## src/rtl/strobe_dec_pkg.sv

```systemverilog
// Package: shared codes for the strobe-edge cycle decoder.
// Assumes: consumers cast two-bit port values to these enums.
package strobe_dec_pkg;

    typedef enum logic [1:0] {
        CLS_NONE    = 2'd0,
        CLS_PLAIN   = 2'd1,
        CLS_MASKED  = 2'd2,
        CLS_SPECIAL = 2'd3
    } cyc_class_t;

    typedef enum logic [1:0] {
        CMD_READ     = 2'd0,
        CMD_EARLY_WR = 2'd1,
        CMD_LATE_WR  = 2'd2,
        CMD_BLOCK_WR = 2'd3
    } cmd_kind_t;

    // Bit positions of the pins in the synchronized vector.
    localparam int PIN_RAS  = 0;
    localparam int PIN_CASL = 1;
    localparam int PIN_CASU = 2;
    localparam int PIN_WE   = 3;
    localparam int PIN_XFER = 4;
    localparam int PIN_FSEL = 5;
    localparam int PIN_COUNT = 6;

endpackage

```

## src/rtl/strobe_sync_edge.sv

```systemverilog
// Module: multi-stage synchronizer with per-bit edge detection.
// Assumes: pins are held long enough that no two changes share one sample.
// All stages reset to 1, which is the inactive level of the strobes.
module strobe_sync_edge #(
    parameter int WIDTH  = 6,
    parameter int STAGES = 2
) (
    input  logic             clk,
    input  logic             rst_n,
    input  logic [WIDTH-1:0] pins_i,
    output logic [WIDTH-1:0] level_o,
    output logic [WIDTH-1:0] fall_o,
    output logic [WIDTH-1:0] rise_o
);
    localparam int LAST = STAGES - 1;

    logic [STAGES-1:0][WIDTH-1:0] chain_q;
    logic [WIDTH-1:0]             prev_q;

    // Shift the raw pins through the synchronizer chain.
    always_ff @(posedge clk) begin
        if (!rst_n) begin
            chain_q <= '1;
        end else begin
            chain_q[0] <= pins_i;
            for (int k = 1; k < STAGES; k++) begin
                chain_q[k] <= chain_q[k-1];
            end
        end
    end

    // Keep the previous synchronized level for edge comparison.
    always_ff @(posedge clk) begin
        if (!rst_n) prev_q <= '1;
        else        prev_q <= chain_q[LAST];
    end

    assign level_o = chain_q[LAST];

    // Per-bit edge detectors.
    for (genvar b = 0; b < WIDTH; b++) begin : g_edge
        assign fall_o[b] =  prev_q[b] & ~chain_q[LAST][b];
        assign rise_o[b] = ~prev_q[b] &  chain_q[LAST][b];
    end

endmodule

```

## src/rtl/row_classifier.sv

```systemverilog
// Module: latches the cycle class at the row-strobe falling edge.
// Assumes: level inputs are synchronized, active-low strobes; a row rise
// returns the class to "no access".
module row_classifier
    import strobe_dec_pkg::*;
(
    input  logic       clk,
    input  logic       rst_n,
    input  logic       ras_fall_i,
    input  logic       ras_rise_i,
    input  logic       fsel_i,
    input  logic       we_n_i,
    input  logic       xfer_n_i,
    input  logic       casl_n_i,
    input  logic       casu_n_i,
    output cyc_class_t class_o
);
    cyc_class_t class_q;
    cyc_class_t class_d;

    // Decode the class from the pin levels seen at the row fall.
    always_comb begin
        if (fsel_i)                                class_d = CLS_SPECIAL;
        else if (!xfer_n_i || !casl_n_i || !casu_n_i) class_d = CLS_NONE;
        else if (!we_n_i)                          class_d = CLS_MASKED;
        else                                       class_d = CLS_PLAIN;
    end

    // Hold the class for the whole row cycle.
    always_ff @(posedge clk) begin
        if (!rst_n)          class_q <= CLS_NONE;
        else if (ras_rise_i) class_q <= CLS_NONE;
        else if (ras_fall_i) class_q <= class_d;
    end

    assign class_o = class_q;

endmodule

```

## src/rtl/col_cmd_unit.sv

```systemverilog
// Module: issues column commands, late writes and the output drive enable.
// Assumes: the class input is already latched for the current row cycle.
module col_cmd_unit
    import strobe_dec_pkg::*;
#(
    parameter int LANES = 2
) (
    input  logic             clk,
    input  logic             rst_n,
    input  logic             row_low_i,
    input  logic             ras_rise_i,
    input  cyc_class_t       class_i,
    input  logic [LANES-1:0] col_fall_i,
    input  logic             we_fall_i,
    input  logic             we_n_i,
    input  logic             fsel_i,
    output logic             cmd_valid_o,
    output cmd_kind_t        cmd_kind_o,
    output logic [LANES-1:0] lane_en_o,
    output logic             drive_o
);
    logic             access_ok;
    logic             col_evt;
    logic             late_evt;
    cmd_kind_t        col_kind;
    logic             late_pend_q;
    logic [LANES-1:0] late_lanes_q;
    logic             valid_q;
    cmd_kind_t        kind_q;
    logic [LANES-1:0] lanes_q;
    logic             drive_q;

    // Qualify strobe edges by row state and cycle class.
    assign access_ok = row_low_i && (class_i == CLS_PLAIN || class_i == CLS_MASKED);
    assign col_evt   = access_ok && (|col_fall_i);
    assign late_evt  = access_ok && !col_evt && late_pend_q && we_fall_i;

    // Pick the command kind for a column fall.
    always_comb begin
        if (fsel_i)       col_kind = CMD_BLOCK_WR;
        else if (!we_n_i) col_kind = CMD_EARLY_WR;
        else              col_kind = CMD_READ;
    end

    // Register one command per qualified edge.
    always_ff @(posedge clk) begin
        if (!rst_n) begin
            valid_q <= 1'b0;
            kind_q  <= CMD_READ;
            lanes_q <= '0;
        end else if (col_evt) begin
            valid_q <= 1'b1;
            kind_q  <= col_kind;
            lanes_q <= col_fall_i;
        end else if (late_evt) begin
            valid_q <= 1'b1;
            kind_q  <= CMD_LATE_WR;
            lanes_q <= late_lanes_q;
        end else begin
            valid_q <= 1'b0;
        end
    end

    // Track a read that may turn into a late write.
    always_ff @(posedge clk) begin
        if (!rst_n || !row_low_i) begin
            late_pend_q  <= 1'b0;
            late_lanes_q <= '0;
        end else if (col_evt) begin
            late_pend_q  <= (col_kind == CMD_READ);
            late_lanes_q <= col_fall_i;
        end else if (late_evt) begin
            late_pend_q  <= 1'b0;
        end
    end

    // Output drive: set by a read, held until the row strobe rises.
    always_ff @(posedge clk) begin
        if (!rst_n || ras_rise_i)                     drive_q <= 1'b0;
        else if (col_evt && col_kind == CMD_READ)     drive_q <= 1'b1;
        else if (col_evt && col_kind == CMD_EARLY_WR) drive_q <= 1'b0;
    end

    assign cmd_valid_o = valid_q;
    assign cmd_kind_o  = kind_q;
    assign lane_en_o   = lanes_q;
    assign drive_o     = drive_q;

endmodule

```

## src/rtl/strobe_cycle_decoder.sv

```systemverilog
// Module: top of the strobe-edge cycle function decoder.
// Assumes: pins are asynchronous to clk and held for several clocks per change.
module strobe_cycle_decoder
    import strobe_dec_pkg::*;
#(
    parameter int SYNC_STAGES = 2
) (
    input  logic       clk,
    input  logic       rst_n,
    input  logic       ras_n_i,
    input  logic       casl_n_i,
    input  logic       casu_n_i,
    input  logic       we_n_i,
    input  logic       xfer_n_i,
    input  logic       fsel_i,
    output logic       cmd_valid_o,
    output logic [1:0] cmd_kind_o,
    output logic [1:0] lane_en_o,
    output logic [1:0] cyc_class_o,
    output logic       dq_oe_o
);
    logic [PIN_COUNT-1:0] pins;
    logic [PIN_COUNT-1:0] lvl;
    logic [PIN_COUNT-1:0] fall;
    logic [PIN_COUNT-1:0] rise;
    cyc_class_t           cls;
    cmd_kind_t            kind;

    // Gather the pins into one vector in package order.
    always_comb begin
        pins            = '1;
        pins[PIN_RAS]   = ras_n_i;
        pins[PIN_CASL]  = casl_n_i;
        pins[PIN_CASU]  = casu_n_i;
        pins[PIN_WE]    = we_n_i;
        pins[PIN_XFER]  = xfer_n_i;
        pins[PIN_FSEL]  = fsel_i;
    end

    strobe_sync_edge #(.WIDTH(PIN_COUNT), .STAGES(SYNC_STAGES)) u_sync (
        .clk    (clk),
        .rst_n  (rst_n),
        .pins_i (pins),
        .level_o(lvl),
        .fall_o (fall),
        .rise_o (rise)
    );

    row_classifier u_row (
        .clk       (clk),
        .rst_n     (rst_n),
        .ras_fall_i(fall[PIN_RAS]),
        .ras_rise_i(rise[PIN_RAS]),
        .fsel_i    (lvl[PIN_FSEL]),
        .we_n_i    (lvl[PIN_WE]),
        .xfer_n_i  (lvl[PIN_XFER]),
        .casl_n_i  (lvl[PIN_CASL]),
        .casu_n_i  (lvl[PIN_CASU]),
        .class_o   (cls)
    );

    col_cmd_unit #(.LANES(2)) u_col (
        .clk        (clk),
        .rst_n      (rst_n),
        .row_low_i  (!lvl[PIN_RAS]),
        .ras_rise_i (rise[PIN_RAS]),
        .class_i    (cls),
        .col_fall_i ({fall[PIN_CASU], fall[PIN_CASL]}),
        .we_fall_i  (fall[PIN_WE]),
        .we_n_i     (lvl[PIN_WE]),
        .fsel_i     (lvl[PIN_FSEL]),
        .cmd_valid_o(cmd_valid_o),
        .cmd_kind_o (kind),
        .lane_en_o  (lane_en_o),
        .drive_o    (dq_oe_o)
    );

    assign cmd_kind_o  = kind;
    assign cyc_class_o = cls;

endmodule

```

## config.mk

```make
export PLATFORM = sky130hd
export DESIGN_NAME = strobe_cycle_decoder
export DESIGN_NICKNAME = d
export VERILOG_FILES = /design/src/rtl/strobe_dec_pkg.sv /design/src/rtl/strobe_sync_edge.sv /design/src/rtl/row_classifier.sv /design/src/rtl/col_cmd_unit.sv /design/src/rtl/strobe_cycle_decoder.sv
export SDC_FILE = /design/constraint.sdc
export NUM_CORES = 1
export LEC_CHECK = 0
export BUFFER_PORTS_ARGS = -buffer_cell sky130_fd_sc_hd__buf_2
export CORE_ASPECT_RATIO = 1.4
export CORE_MARGIN = 5
export CORE_UTILIZATION = 47
export CTS_CLUSTER_SIZE = 30
export DETAILED_ROUTE_END_ITERATION = 8
export HOLD_SLACK_MARGIN = 0.1
export PLACE_DENSITY = 0.71
export REMOVE_ABC_BUFFERS = 1
export SLEW_MARGIN = 5
export SYNTH_ARGS = -nofsm -noshare
export SYNTH_HDL_FRONTEND = slang
export SYNTH_SLANG_ARGS = --single-unit
export TNS_END_PERCENT = 10
```

## constraint.sdc

```tcl
create_clock -name clk -period 1.16 [get_ports clk]
set_input_delay 0.058 -clock clk [delete_from_list [all_inputs] [get_ports clk]]
set_output_delay 0.058 -clock clk [all_outputs]
set_load 0.01 [all_outputs]
```

# After elaboration in Yosys (flattened, before gate mapping)
# Cells that the tools add are included.
# totals
regBits,27
wordCells,62
in_bits,8
# op_classes
reduce_logical,23
bitwise_logic,11
mux,15
n_eq_ne,3
# ops
operator,n
$mux 2,8
$logic_and 1x1->1,7
$mux 1,7
$logic_not 1->1,6
$not 1->1,6
$and 1x1->1,5
$logic_or 1x1->1,5
$eq 2x1->1 const B,2
$reduce_bool 2->1,2
$reduce_or 2->1,2
$eq 2x2->1 const B,1
$logic_not 2->1,1

# Logic depth before layout (Yosys ltp)
# Gate-level depths: netlist of the first run.
# logic_depth
depth_word,10
ltp_mapped,4
depth_no_buf,3

# Cells and area by module
# Synthesis of the first run repeated with hierarchy kept, for this count alone.
# unflattened
cells_unflattened,111
hier_area_um2,1118.6
# modules_own_cells
mod,cells_each,area_each_um2,n_inst
strobe_sync_edge,55,606.8,1
col_cmd_unit,45,417.9,1
row_classifier,10,90.1,1
strobe_cycle_decoder,1,3.8,1

# Least setup slack after synthesis of the first run
# Ideal clock, no wire load.
# synth_path
kind,register -> register
startpoint,reg u_row.class_q[1] (netlist: u_row.class_o[1])
endpoint,reg u_col.kind_q[1] (netlist: u_col.cmd_kind_o[1])
setup_slack_ps,-106
arrival_ps,1147
stages_incl_launch_ff,4
required_time_ps,1041
synth_period_minus_slack_ps,1266
setup_time_ps,119
cell_sequence,dfxtp_1 -> xor2_1 -> o211ai_2 -> o221a_1
# synth_between
elab_chain_len,9
word_cells_on_any_way,11
classes_between,2 x eq/ne; 1 x mux; 8 x reduce/logical
# synth_lines
element,line_no,text
from (decl),row_classifier.sv:18,cyc_class_t class_q;
from (signal assigned),row_classifier.sv:33,else if (ras_fall_i) class_q <= class_d;
$eq 2x1->1 / $eq 2x2->1 (equally long branches),col_cmd_unit.sv:34,assign access_ok = row_low_i && (class_i == CLS_PLAIN || class_i == CLS_MASKED);
$logic_or 1x1->1 (*),col_cmd_unit.sv:34,
$logic_and 1x1->1 (*),col_cmd_unit.sv:34,
$logic_and 1x1->1,col_cmd_unit.sv:35,assign col_evt = access_ok && (|col_fall_i);
$logic_not 1->1,col_cmd_unit.sv:36,assign late_evt = access_ok && !col_evt && late_pend_q && we_fall_i;
$logic_and 1x1->1 (3 in a row),col_cmd_unit.sv:36,
$reduce_bool 2->1 (no source line),-,
to (signal assigned),col_cmd_unit.sv:53,kind_q <= col_kind;
to (decl),col_cmd_unit.sv:29,cmd_kind_t kind_q;
# Every way passes the cells marked *; elsewhere a longest branch is shown, timed or not.
# A chain may end at the register's enable or synchronous reset.

# Worst setup path in the final report of the first run
# layout_path
startpoint,"reg u_sync.chain_q, in the netlist u_sync.level_o[3]"
endpoint,reg u_col.lanes_q[1] (netlist: u_col.lane_en_o[1])
# layout_between
elab_chain_len,4
# layout_lines
element,line_no,text
from (decl),strobe_sync_edge.sv:17,logic [STAGES-1:0][WIDTH-1:0] chain_q;
"from (signal, indexed assignment)",strobe_sync_edge.sv:27,chain_q[k] <= chain_q[k-1];
$not 1->1,strobe_sync_edge.sv:42,assign fall_o[b] = prev_q[b] & ~chain_q[LAST][b];
$and 1x1->1,strobe_sync_edge.sv:42,
$logic_and 1x1->1,col_cmd_unit.sv:36,
$reduce_bool 2->1 (no source line),-,
to (signal assigned),col_cmd_unit.sv:54,lanes_q <= col_fall_i;
to (signal assigned),col_cmd_unit.sv:58,lanes_q <= late_lanes_q;
to (decl),col_cmd_unit.sv:30,logic [LANES-1:0] lanes_q;
# No other way between the ends.

==> summary.md, run 1 <==
| Metric | Value |
|---|---|
| Critical-path maximum fanout | `4` |
| Cells along the critical path | `nand3b_1, buf_6, o21a_1, o221a_1` |
| Worst slew pin tran | `a little under 400 ps` |
| Main synth FF type | `dfxtp_1` |
| Drt via density | `around 5.3` |
| Final WL | `2396 um` |
| Row count | `19` |
| Synth area leaders | `dfxtp_1 (56%), nand2b_1 (10%), o22ai_1 (3.2%), nand3_1 (3.1%), o221a_1 (2.3%)` |
| Pin count of the biggest net entering global routing | `17` |
| Final Setup Violations | `7` |
| DRT iter0 DRCs | `24` |
| Clock latency on the worst-skew pair | `roughly 320 ps` |
| Die ar. | `roughly 0.0031 mm2` |
| Diode count | `0` |
| Net Switching | `0.0003979 W` |
| Final #Nets | `between 100 and 150` |
| Height of the die | `approximately 64 um` |
| Critical Path RT | `~1400 ps` |
| Post-synth EDFFs | `0` |
| Net Sw Frac | `between 20% and 30%` |
| Pins Over Slew Limit | `0` |
| DR DRC count | `0` |
| Clock skew | `roughly 1.9 ps` |
| Top delay family on crit path | `compound AO/OA/AOI/OAI gates` |
| Critical path's slowest cell | `dfxtp_2` |
| Die width | `approximately 48 um` |
| Post-detailed-route count of antenna-violating nets | `0` |
| Pwr Density | `around 1100 mW/mm2` |
| Total power | `approximately 0.0016 W` |
| Post-synth top cells | `dfxtp_1 (27), nand2b_1 (16), nand3_1 (6)` |
| Crit-path max cell delay | `approximately 350 ps` |
| Crit path DAT | `around 1500 ps` |
| Core area | `0.001973 mm2` |
| Gate power share | `a little over an eighth` |
| Post-Syn Area | `about 970 um2` |
| Minimum clock period | `1260 ps` |
| Synth async-reset ratio | `0%` |
| Unrepaired setup endpoints after global routing | `true` |
| Final Cycle Share | `108.6%` |
| Rel. slew slack | `between 70% and 80%` |
| Fmax | `0.7936 GHz` |
| Max-cap viol count | `0` |
| CTS tree | `done` |
| Crit path kind | `flip-flop to flip-flop` |
| Post-synthesis sequential area ratio | `~56%` |
| TritonRoute pass-1 iters | `4` |
| Post-DP HPWL | `1488 um` |
| Vias | `around 860` |
| Layout Area Growth over Synthesis | `51.75%` |
| IO Port Bufs | `15` |
| Max IR drop VDD | `approximately 0.001 V` |
| Routed length per instance | `~15 um` |
| Yosys reg bits | `27` |
| Clock power frac | `a little over a quarter` |
| CP Capture Type | `flip-flop` |
| Library cells used by synthesis | `26` |
| Clk slew on worst S/H paths | `around 150 ps` |
| Starting Density | `49.02%` |
| Share of layout cells above drive strength 1 | `about two fifths` |
| Tightest Hold Check Type | `input port to flip-flop` |
| GPL Wtd Cong | `roughly 0.87` |
| Sequential Power Share | `about three fifths` |
| Total clock buffers created by CTS | `3` |
| First-pass GRT wire length | `between 3000 and 4000 um` |
| Avg Inst Size Synth | `between 10 and 15 um2` |
| Hold Violations, Final | `0` |
| Post-synth top area share | `a little under three fifths` |
| Int Power | `~0.0012 W` |
| Failing checks | `negative setup slack` |
| H-tree levels | `1` |
| Status | `complete, but fails checks` |
| Most common cell in the synthesized netlist | `dfxtp_1` |
| # clock sinks | `27` |
| Yosys warning count | `0` |
| Clock Tree Buf Depth | `2` |
| Final setup margin | `-100.1 ps` |
| Setup TNS | `-319.5 ps` |
| GRT Total Usage | `between 10% and 20%` |
| Vias in the first global route | `between 800 and 900` |
| Fin util | `between 70% and 80%` |
| Postcts setup bufs | `0` |
| WP buf/inv | `1` |
| Initial antenna violation count | `0` |
| CTS root buf | `clkbuf_4` |
| # IOs | `16` |
| Synthesized instance count | `between 90 and 100` |
| Total grt overflow | `0` |
| Startpoint Class | `flip-flop` |
| Post-synth top area cell | `dfxtp_1` |
| Leakage | `approximately 0.62 nW` |
## worst register-to-register path: cells and delay by family (launching register included)
kind / cells / cell delay [ps]
simple gates: 1 / 260
compound gates: 2 / 370
buf+inv: 1 / 200
flops: 1 / 350
## layout by cell type, fill, tap and decap left out
cell type,count
dfxtp_1,23
buf_4,17
buf_2,15
nand2b_1,14
dlygate4sd3_1,8
nand3_1,6
nand2_1,5
o22ai_1,5
a21oi_1,4
dlymetal6s4s_1,4
inv_1,3
clkbuf_4,3
nor2b_1,2
xor2_1,2
nand2b_4,2
o221a_1,2
o31ai_2,2
buf_6,2
dfxtp_4,2
dfxtp_2,2
nor2b_2,1
inv_2,1
o211ai_2,1
xnor2_4,1
nand3b_1,1
o31ai_4,1
a2111oi_2,1
a221oi_2,1
o31a_1,1
a211oi_2,1
a311oi_4,1
and2_1,1
and3_1,1
o2111ai_2,1
o211ai_1,1
o21a_1,1
clkinvlp_4,1
## sequential cells by signal, summed over array words and instances (netlist names)
signal and cells:
u_col.late_pend_q 1, u_col.lane_en_o 2, u_sync.prev_q 4, u_col.cmd_kind_o 2, u_col.cmd_valid_o 1, u_col.drive_o 1
u_col.late_lanes_q 2, u_sync.level_o 6, u_row.class_o 2, u_sync.chain_q 6
## worst paths after layout
kind                              to  slack [ps]              start  cells after the start
hold / removal      u_row.class_o[1]         110              rst_n                      3
setup reg to reg  u_col.lane_en_o[1]        -100  u_sync.level_o[3]                      4
setup / recovery  u_col.lane_en_o[1]        -100  u_sync.level_o[3]                      4
hold reg to reg    u_sync.level_o[2]         430  u_sync.chain_q[2]                      1
## metal layers
layer / GRT usage (%) / vias to the layer above / routed length [um]
li1: - / 423 / -
met5: 0 / - / 0
met3: 1.887 / 6 / 89
met2: 29.74 / 23 / 1318
met4: 5.536 / 0 / 68
met1: 17.01 / 409 / 920
## final cells by class
class | instances | area, um2
clock buffer | 3 | 22.52
clock inverter | 1 | 7.507
fill | 133 | 505.5
inverter | 4 | 15.01
multi-input combinational | 59 | 490.5
sequential | 27 | 550.5
tap | 21 | 26.28
timing repair buffer | 46 | 355.3
## per-stage QoR
step / hold WS [ps] / instances / setup slack (ps) / instance area (um2)
after floorplan: 126.9 / 90 / -105.9 / 952.2
after detailed placement: 240.5 / 145 / -115.8 / 1196
after global placement: 238.3 / 145 / -48.16 / 1196
after CTS: 105.4 / 161 / -61.46 / 1395
final: 107.8 / 161 / -100.1 / 1468
after global routing: 120.4 / 161 / -136.4 / 1468
## power groups by stage
stage               combinational [W]  clock, W  sequential [W]
finish                       0.000208  0.000418        0.000974
global route                 0.000226  0.000465        0.000978
CTS                          0.000187  0.000420        0.000972
detailed placement           0.000146         0        0.000990
global placement             0.000143         0        0.000988
floorplan                   0.0000560         0        0.000992
## repair_timing
action	CTS	global route
endpoints found under the hold margin	9	0
pin swaps	3	6
resized for setup	9	17
hold buffers	12	0
setup endpoints to repair	9	13
## cells by family after synthesis
kind of cell              count (synthesis)  share of synthesized area (%)
AOI/OAI and AO/OA                        23                          18.89
xor gates and xnor gates                  3                          2.717
buffers and inverters                     8                          3.104
DFF                                      27                          55.89
and+or+nand+nor                          33                          19.41
(Power assumes the default switching activity.)
==> run 2, diff against run 1 <==
--- a/config.mk
+++ b/config.mk
@@ -8,11 +8,11 @@
 export BUFFER_PORTS_ARGS = -buffer_cell sky130_fd_sc_hd__buf_2
 export CORE_ASPECT_RATIO = 1.4
 export CORE_MARGIN = 5
-export CORE_UTILIZATION = 47
+export CORE_UTILIZATION = 50
 export CTS_CLUSTER_SIZE = 30
 export DETAILED_ROUTE_END_ITERATION = 8
 export HOLD_SLACK_MARGIN = 0.1
-export PLACE_DENSITY = 0.71
+export PLACE_DENSITY = 0.72
 export REMOVE_ABC_BUFFERS = 1
 export SLEW_MARGIN = 5
 export SYNTH_ARGS = -nofsm -noshare
==> constraint.sdc (replaced) <==
create_clock -name clk -period 1.59 [get_ports clk]
set_input_delay 0.0795 -clock clk [delete_from_list [all_inputs] [get_ports clk]]
set_output_delay 0.0795 -clock clk [all_outputs]
set_load 0.01 [all_outputs]
==> summary.md, run 2 (same netlist as run 1, synthesis figures left out) <==
| Metric | Value |
|---|---|
| Status | `completed` |
| Post-DP HPWL | `roughly 1300 um` |
| Final Cycle Share | `roughly 86%` |
| Initial antenna violation count | `0` |
| Diode count | `0` |
| Row count | `18` |
| Post-detailed-route count of antenna-violating nets | `0` |
| Clock skew | `~1.2 ps` |
| H-tree levels | `1` |
| Hold Violations, Final | `0` |
| Routed length per instance | `between 10 and 15 um` |
| CP Capture Type | `flip-flop` |
| Clock Tree Buf Depth | `2` |
| Fmax | `between 0.7 and 0.8 GHz` |
| DR DRC count | `0` |
| Area post-placement | `around 0.0011 mm2` |
| GPL Wtd Cong | `between 0.8 and 0.9` |
| Net Sw Frac | `21.90%` |
| Core area | `0.001802 mm2` |
| TritonRoute pass-1 iters | `4` |
| Leakage | `~0.47 nW` |
| Clock power frac | `around 26%` |
| Drt via density | `5.157` |
| Setup TNS | `0 ps` |
| Final Setup Violations | `0` |
| Vias | `between 700 and 800` |
| First-pass GRT wire length | `3167 um` |
| Max-cap viol count | `0` |
| Final instance area | `0.001191 mm2` |
| Max IR drop VDD | `approximately 0.00085 V` |
| Height of the die | `62.04 um` |
| Crit path kind | `flip-flop to flip-flop` |
| Final #Nets | `between 100 and 150` |
| Share of layout cells above drive strength 1 | `20.00%` |
| Total grt overflow | `0` |
| Worst slew pin tran | `about 470 ps` |
| Critical Path RT | `about 1800 ps` |
| Pins Over Slew Limit | `0` |
| Int Power | `0.0008432 W` |
| Final WL | `between 1500 and 2000 um` |
| Rel. slew slack | `between 60% and 70%` |
| Tightest Hold Check Type | `flip-flop to flip-flop` |
| Pwr Density | `about 910 mW/mm2` |
| Die ar. | `~0.0029 mm2` |
| GRT Total Usage | `about 15%` |
| Unrepaired setup endpoints after global routing | `false` |
| Startpoint Class | `flip-flop` |
| Critical-path maximum fanout | `5` |
| CTS tree | `done` |
| Vias in the first global route | `~720` |
| DRT iter0 DRCs | `12` |
| Clk slew on worst S/H paths | `between 100 and 150 ps` |
| IO Port Bufs | `15` |
| Die width | `between 40 and 50 um` |
| Total clock buffers created by CTS | `3` |
| Layout Area Growth over Synthesis | `23.16%` |
| Net Switching | `between 0.0002 and 0.00025 W` |
| # IOs | `16` |
| Pin count of the biggest net entering global routing | `17` |
| Starting Density | `a little over half` |
| Most common cell after layout, fill and taps aside | `dfxtp_1` |
| Most frequent cells in the layout | `dfxtp_1 (27), nand2b_1 (16), buf_2 (15), dlygate4sd3_1 (9), nand3_1 (6)` |
| # clock sinks | `27` |
| Gate power share | `under 10%` |
| CTS root buf | `clkbuf_4` |
| Minimum clock period | `1373 ps` |
| Crit path DAT | `roughly 1600 ps` |
| Sequential Power Share | `about two thirds` |
| Clock latency on the worst-skew pair | `a little over 300 ps` |
-- run 2: cell count changes in the layout (fill, tap and decap cells not counted), sizes merged --
cell          delta
clkbuf           +1
buf             -17
clkinvlp         -1
dlygate4sd3      +1
dlymetal6s4s     -4
-- run 2: cell type report --
cell class / count / area (um2)
fill: 146 / 610.6
sequential: 27 / 540.5
multi-input combinational: 59 / 404.1
timing repair buffer: 26 / 180.2
clock buffer: 4 / 26.28
tap: 20 / 25.02
inverter: 4 / 15.01
-- run 2: stage by stage --
stage                     hold WS (ps)  power [W]  utilization [%]  worst slack [ps]  cells
after detailed placement         262.5  0.0008016            59.24             169.7    127
after CTS                        425.7   0.001093            65.69             155.8    140
final                            422.0   0.001080            66.11             217.0    140
after global placement           258.7  0.0007994            59.24             168.9    127
after floorplan                  148.4  0.0007644                -             324.1     90
after global routing             442.8   0.001145            66.11             62.62    140
-- run 2: worst paths after layout --
check | from | end | slack [ps] | cells past startpoint
max | u_sync.level_o[1] | u_col.cmd_kind_o[0] | 220 | 3
min | u_sync.chain_q[2] | u_sync.level_o[2] | 420 | 1
max reg2reg | u_sync.level_o[1] | u_col.cmd_kind_o[0] | 220 | 3
min reg2reg | u_sync.chain_q[2] | u_sync.level_o[2] | 420 | 1
-- run 2: what timing repair did --
item / 4_1_cts / 5_1_grt
hold buffers: 9 / 0
endpoints found under the hold margin: 8 / 0
setup buffers: 0 / 0
gates resized for setup: 0 / 1
setup endpoints to repair: 0 / 1
-- run 2: metal layers --
| layer | wire length [um] | global-route usage [%] | share of wire [%] |
|---|---|---|---|
| met5 | 0 | 0 | 0 |
| met4 | 0 | 7.115 | 0 |
| met3 | 63 | 3.458 | 3.5 |
| met2 | 947 | 25.63 | 53 |
| met1 | 764 | 18.54 | 43 |
-- run 2: power by group through the flow --
stage	sequential, W	combinational, W	clock [W]
after CTS	0.000710	0.0000935	0.000290
after global routing	0.000714	0.000106	0.000325
after global placement	0.000724	0.0000756	0
final	0.000711	0.0000941	0.000275
after floorplan	0.000724	0.0000409	0
after detailed placement	0.000725	0.0000769	0
-- run 2: worst max-delay path, stage by stage, from the launching register on --
cell and delay (ps):
dfxtp_1 350, nand2b_1 220, a2111oi_1 540, a221oi_1 140
